--- config.mk ---
export PLATFORM = sky130hd
export DESIGN_NAME = flash_status_tracker
export DESIGN_NICKNAME = d
export VERILOG_FILES = /design/src/rtl/ftr_pkg.sv /design/src/rtl/ftr_decode.sv /design/src/rtl/ftr_state.sv /design/src/rtl/ftr_pack.sv /design/src/rtl/flash_status_tracker.sv
export SDC_FILE = /design/constraint.sdc
export NUM_CORES = 1
export LEC_CHECK = 0
export CAP_MARGIN = 40
export CORE_AREA = 2 2 39 41
export CTS_CLUSTER_DIAMETER = 60
export DETAILED_ROUTE_END_ITERATION = 10
export DIE_AREA = 0 0 41 43
export DONT_BUFFER_PORTS = 1
export PLACE_DENSITY = 0.55
export SLEW_MARGIN = 0
export SYNTH_ARGS = -nofsm -noshare
export SYNTH_HDL_FRONTEND = slang
export SYNTH_SLANG_ARGS = --single-unit
--- constraint.sdc ---
create_clock -name clk -period 1.9 [get_ports clk]
set_clock_uncertainty 0.15 [all_clocks]
set_input_delay 0.095 -clock clk [delete_from_list [all_inputs] [get_ports clk]]
set_output_delay 0.095 -clock clk [all_outputs]
set_load 0.02 [all_outputs]
--- src/rtl/ftr_pkg.sv ---
package ftr_pkg;

    localparam int STAT_W = 16;
    localparam int CODE_W = 3;

    localparam int B_BUSY = 15;
    localparam int B_ERR  = 10;
    localparam int B_PIL  = 8;
    localparam int B_OTPL = 6;
    localparam int B_OTP1 = 5;
    localparam int B_PREV = 3;
    localparam int B_CUR  = 2;
    localparam int B_TMO  = 0;

    typedef enum logic [CODE_W-1:0] {
        OC_PASS       = 3'd0,
        OC_FAIL       = 3'd1,
        OC_LOCKED     = 3'd2,
        OC_RST_ABORT  = 3'd3,
        OC_OTP_LOCKED = 3'd4,
        OC_OTP_FAIL   = 3'd5,
        OC_TIMEOUT    = 3'd6,
        OC_RSVD       = 3'd7
    } op_code_e;

    typedef struct packed {
        logic err;
        logic prev;
        logic cur;
        logic tmo;
        logic otp_force;
        logic otp_val;
    } result_t;

    function automatic result_t decode_result(op_code_e code, logic cache,
                                              logic cur_f, logic prev_f);
        result_t r;
        r = '0;
        if (cache) begin
            r.cur  = cur_f;
            r.prev = prev_f;
            r.err  = cur_f | prev_f;
        end else begin
            unique case (code)
                OC_PASS, OC_RST_ABORT: r.err = 1'b0;
                OC_OTP_LOCKED: begin
                    r.err = 1'b1; r.otp_force = 1'b1; r.otp_val = 1'b1;
                end
                OC_OTP_FAIL: begin
                    r.err = 1'b1; r.otp_force = 1'b1; r.otp_val = 1'b0;
                end
                OC_TIMEOUT: begin
                    r.err = 1'b1; r.tmo = 1'b1;
                end
                default: r.err = 1'b1;
            endcase
        end
        return r;
    endfunction

endpackage

--- src/rtl/ftr_decode.sv ---
module ftr_decode
    import ftr_pkg::*;
(
    input  logic [CODE_W-1:0] code_i,
    input  logic              cache_i,
    input  logic              cur_fail_i,
    input  logic              prev_fail_i,
    output result_t           upd_o
);
    always_comb begin
        upd_o = decode_result(op_code_e'(code_i), cache_i, cur_fail_i, prev_fail_i);
    end
endmodule

--- src/rtl/ftr_state.sv ---
module ftr_state
    import ftr_pkg::*;
(
    input  logic    clk,
    input  logic    rst,
    input  logic    start_i,
    input  logic    done_i,
    input  result_t upd_i,
    output logic    busy_o,
    output result_t held_o
);
    always_ff @(posedge clk) begin
        if (rst) begin
            busy_o <= 1'b0;
            held_o <= '0;
        end else if (start_i) begin
            busy_o <= 1'b1;
            held_o <= '0;
        end else if (done_i && busy_o) begin
            busy_o <= 1'b0;
            held_o <= upd_i;
        end
    end

    // start makes the block busy
    p_start_busy_r2: assert property (@(posedge clk) disable iff (rst)
        start_i |=> busy_o);

    // completion while busy ends the operation
    p_done_idle_r3: assert property (@(posedge clk) disable iff (rst)
        (done_i && busy_o && !start_i) |=> !busy_o);

    // a reset abort leaves no error behind
    p_abort_noerr_r5: assert property (@(posedge clk) disable iff (rst)
        (done_i && busy_o && !start_i && !upd_i.err && !upd_i.tmo) |=> !held_o.err);

    // a completion while idle is ignored
    p_idle_done_r8: assert property (@(posedge clk) disable iff (rst)
        (done_i && !busy_o && !start_i) |=> ($stable(held_o) && !busy_o));
endmodule

--- src/rtl/ftr_pack.sv ---
module ftr_pack
    import ftr_pkg::*;
(
    input  logic              busy_i,
    input  result_t           held_i,
    input  logic              pi_lock_i,
    input  logic              otp_lock_i,
    input  logic              otp1_lock_i,
    output logic [STAT_W-1:0] word_o
);
    logic show;
    assign show = !busy_i;

    always_comb begin
        word_o          = '0;
        word_o[B_BUSY]  = busy_i;
        word_o[B_ERR]   = show & held_i.err;
        word_o[B_PREV]  = show & held_i.prev;
        word_o[B_CUR]   = show & held_i.cur;
        word_o[B_TMO]   = show & held_i.tmo;
        word_o[B_PIL]   = pi_lock_i;
        word_o[B_OTPL]  = held_i.otp_force ? held_i.otp_val : otp_lock_i;
        word_o[B_OTP1]  = held_i.otp_force ? held_i.otp_val : otp1_lock_i;
    end
endmodule

--- src/rtl/flash_status_tracker.sv ---
module flash_status_tracker
    import ftr_pkg::*;
(
    input  logic              clk,
    input  logic              rst,
    input  logic              op_start_i,
    input  logic              op_done_i,
    input  logic [CODE_W-1:0] op_code_i,
    input  logic              cache_i,
    input  logic              cache_cur_fail_i,
    input  logic              cache_prev_fail_i,
    input  logic              pi_lock_i,
    input  logic              otp_lock_i,
    input  logic              otp1_lock_i,
    output logic [STAT_W-1:0] status_o
);
    localparam logic [STAT_W-1:0] USED_MASK =
        (STAT_W'(1) << B_BUSY) | (STAT_W'(1) << B_ERR)  | (STAT_W'(1) << B_PIL) |
        (STAT_W'(1) << B_OTPL) | (STAT_W'(1) << B_OTP1) | (STAT_W'(1) << B_PREV) |
        (STAT_W'(1) << B_CUR)  | (STAT_W'(1) << B_TMO);

    result_t upd;
    result_t held;
    logic    busy;

    ftr_decode u_decode (
        .code_i      (op_code_i),
        .cache_i     (cache_i),
        .cur_fail_i  (cache_cur_fail_i),
        .prev_fail_i (cache_prev_fail_i),
        .upd_o       (upd)
    );

    ftr_state u_state (
        .clk     (clk),
        .rst     (rst),
        .start_i (op_start_i),
        .done_i  (op_done_i),
        .upd_i   (upd),
        .busy_o  (busy),
        .held_o  (held)
    );

    ftr_pack u_pack (
        .busy_i      (busy),
        .held_i      (held),
        .pi_lock_i   (pi_lock_i),
        .otp_lock_i  (otp_lock_i),
        .otp1_lock_i (otp1_lock_i),
        .word_o      (status_o)
    );

    // unused bit positions stay zero
    p_reserved_zero_r9: assert property (@(posedge clk) disable iff (rst)
        (status_o & ~USED_MASK) == '0);

    // while busy the outcome group is hidden
    p_busy_mask_r2: assert property (@(posedge clk) disable iff (rst)
        status_o[B_BUSY] |-> (status_o[B_ERR] == 1'b0 && status_o[B_PREV] == 1'b0 &&
                              status_o[B_CUR] == 1'b0 && status_o[B_TMO] == 1'b0));

    // protected-interval lock is always live
    p_pil_live_r7: assert property (@(posedge clk) disable iff (rst)
        status_o[B_PIL] == pi_lock_i);
endmodule

==> impl_metrics.env <==
export IMPL_drc_errors=0
export IMPL_placed_cells=68
export IMPL_rows=14
export IMPL_max_slew_worst_pin_slew_ns=0.635
export IMPL_whs_ns=0.0176
export IMPL_finalSetupViolations=0
export IMPL_worstPathMaxFanout=10
export IMPL_finalWirelength_um=882
export IMPL_hp_class="input port to register"
export IMPL_ant_nets=0
export IMPL_port_buffers=0
export IMPL_seq_area_frac_synth_pct=32.7
export IMPL_gr_total_overflow=0
export IMPL_crit_arrival_ns=1.87
export IMPL_nets=81
export IMPL_die_h_um=43
export IMPL_drv_cap=0
export IMPL_regArea_sq_um=140
export IMPL_peakVddDrop_mv=0.254
export IMPL_min_delay_path_depth=3
export IMPL_clockRootBuffer="clkbuf_4"
export IMPL_async_flop_share_pct=0
export IMPL_hold_end="u_state.held_o[2]"
export IMPL_dp_hpwl_um=596
export IMPL_slowest_delay_ns=0.63
export IMPL_firstDrtPassIters=4
export IMPL_finalHoldViolations=0
export IMPL_drv_slew=0
export IMPL_status="finished clean"
export IMPL_p_per_area_nw_per_um2=655
export IMPL_synthTopCellsByArea="dfxtp_1 33%, buf_4 19%, a21oi_1 8.2%"
export IMPL_post_drt_wl_per_cell_um=10.6
export IMPL_critical_path_slowest_cell="dlygate4sd3_1"
export IMPL_pin_count=29
export IMPL_drt_iter0_drc=6
export IMPL_multi_input_area_sq_um=218
export IMPL_r2r_end="u_state.held_o[1]"
export IMPL_syn_to_final_growth_pct=24.2
export IMPL_post_cts_buffers=0
export IMPL_synth_edf_count=0
export IMPL_cts_sinks=7
export IMPL_ys_flop_type="dfxtp_1"
export IMPL_syn_avg_cell_area_sq_um=7.66
export IMPL_fmax_mhz=547
export IMPL_cts_tree="done"
export IMPL_nFillCells=148
export IMPL_finalNonFillerCells=83
export IMPL_clock_latency_ns=0.26
export IMPL_cpMostUsedCell="dlygate4sd3_1"
export IMPL_ys_ff_latch=7
export IMPL_worstPathRequired_ns=1.94
export IMPL_cts_buffers=3
export IMPL_grt_max_degree=11
export IMPL_path_cells="dlygate4sd3_1 -> nand2_4 -> or3_1 -> dlygate4sd3_1 -> a21oi_1"
export IMPL_hold_start="cache_i"
export IMPL_critPathLaunchType="input port"
export IMPL_cts_max_path_buffers=2
export IMPL_layout_drive_gt1_share_pct=8.96
export IMPL_first_global_vias=345
export IMPL_final_util_pct=38.5
export IMPL_leakagePower_nw=0.212
export IMPL_die_w_um=41
export IMPL_cp_top_family="buffers and inverters"
export IMPL_worst_r2r_setup_slack_ns=0.19
export IMPL_fp_coreArea_sq_um=1380
export IMPL_place_congestion=0.749
export IMPL_antenna_found_initial=0
export IMPL_slew_headroom_pct=57.2
export IMPL_synth_common_cells="11 x buf_4, 7 x a21oi_1, 7 x dfxtp_1, 7 x nand2_1"
export IMPL_dieArea_sq_um=1760
export IMPL_diodes=0
export IMPL_initial_core_util_pct=31.0
export IMPL_fin_ws_ns=0.0723
export IMPL_syn_area_sq_um=429
export IMPL_vias_per_cell=4.45
export IMPL_path_clk_slew_ns=0.05
export IMPL_routed_via_count=369
export IMPL_crit_type="input port to register"
export IMPL_rsz0062_at_grt="false"
export IMPL_track_usage_pct=12.4
export IMPL_cts_hold_buf=11
export IMPL_pre_cts_ws_ns=0.593
export IMPL_htreeDepth=1
export IMPL_synth_top_area_cell="dfxtp_1"
export IMPL_end_kind="register"
export IMPL_crit_buf_inv=2
export IMPL_synth_top_area_share_pct=32.7
export IMPL_timing_setup_tns_ns=0
export IMPL_yosysMostFrequentCell="buf_4"
export IMPL_reg2reg_from="u_state.busy_o"
export IMPL_netlist_instances=56
export IMPL_synth_warning_count=0
export IMPL_ctsResizeCount=0
export IMPL_synthDistinctLibCells=20
export IMPL_ff2ff_path_depth=4
export IMPL_period_share_pct=96.2
export IMPL_grt_pass1_wl_um=1410
export IMPL_period_needed_ns=1.83
-- cells by family (layout without fill, tap and decap cells) --
kind of cell,Yosys count,after routing,synth area share (%)
XOR/XNOR,1,1,2.04
flip-flops,7,7,32.7
buffers and inverters,15,19,22.7
other,1,8,0.874
AND/OR/NAND/NOR,22,22,28.9
AO/OA/AOI/OAI,10,10,12.8
-- worst register-to-register path, delay by kind of cell (launching register included) --
kind	cells	cell delay, ns
flops	1	0.36
compound gates	1	0.13
buf+inv	1	0.56
simple gates	2	0.45
-- report_power, final --
group          switching [mW]  internal [mW]  total (mW)  leakage, nW
combinational          0.0368         0.0226      0.0594        0.141
clock                  0.0582         0.0803       0.139       0.0150
sequential            0.00172          0.150       0.151       0.0568
-- worst max path at each step --
stage / to / from / cells after the start / slack, ns
2_1_floorplan: u_state.held_o[2] / u_state.busy_o / 4 / 0.54
3_3_place_gp: u_state.held_o[2] / u_state.busy_o / 3 / 0.61
3_5_place_dp: u_state.held_o[2] / u_state.busy_o / 3 / 0.59
4_1_cts: u_state.held_o[1] / op_done_i / 5 / 0.09
5_1_grt: u_state.held_o[1] / op_done_i / 5 / 0.0004
6_report: u_state.held_o[1] / op_done_i / 5 / 0.07
-- final cells by class --
class                           instances  area share, %
Clock buffer                            4           4.93
Multi-Input combinational cell         41           40.8
Sequential cell                         7           26.3
Inverter                                3           2.11
Timing Repair Buffer                   12           22.1
Tap cell                               16           3.76
-- state kept, by name (all words and copies together), names as in the netlist --
register / flops
u_state.held_o: 6
u_state.busy_o: 1
-- stage by stage --
stage / cell area [sq um] / total power, mW
6_report: 533 / 0.349
3_3_place_gp: 397 / 0.196
5_1_grt: 533 / 0.368
2_1_floorplan: 455 / 0.210
3_5_place_dp: 397 / 0.196
4_1_cts: 533 / 0.353
-- layer usage --
metal / wire length (um) / global-route usage, % / part of all wire [%] / vias to the layer above
met5: 0 / 0 / 0 / -
met4: 25 / 10.7 / 2.8 / 0
met3: 80 / 4.19 / 9.1 / 3
met2: 404 / 15.9 / 46 / 16
met1: 372 / 15.5 / 42 / 163
li1: - / - / - / 187
-- layout by cell type, fill, tap and decap left out, drive strengths merged --
cell type / count
dlygate4sd3: 11
conb: 8
nand2: 8
a21oi: 7
dfxtp: 7
clkbuf: 4
nor2b: 3
inv: 3
nor2: 3
o21ai: 2
nand4: 2
and2b: 1
xnor2: 1
a221o: 1
or2: 1
nand2b: 1
or4b: 1
or4: 1
or3: 1
buf: 1
Power figures use the tool's default switching activity.
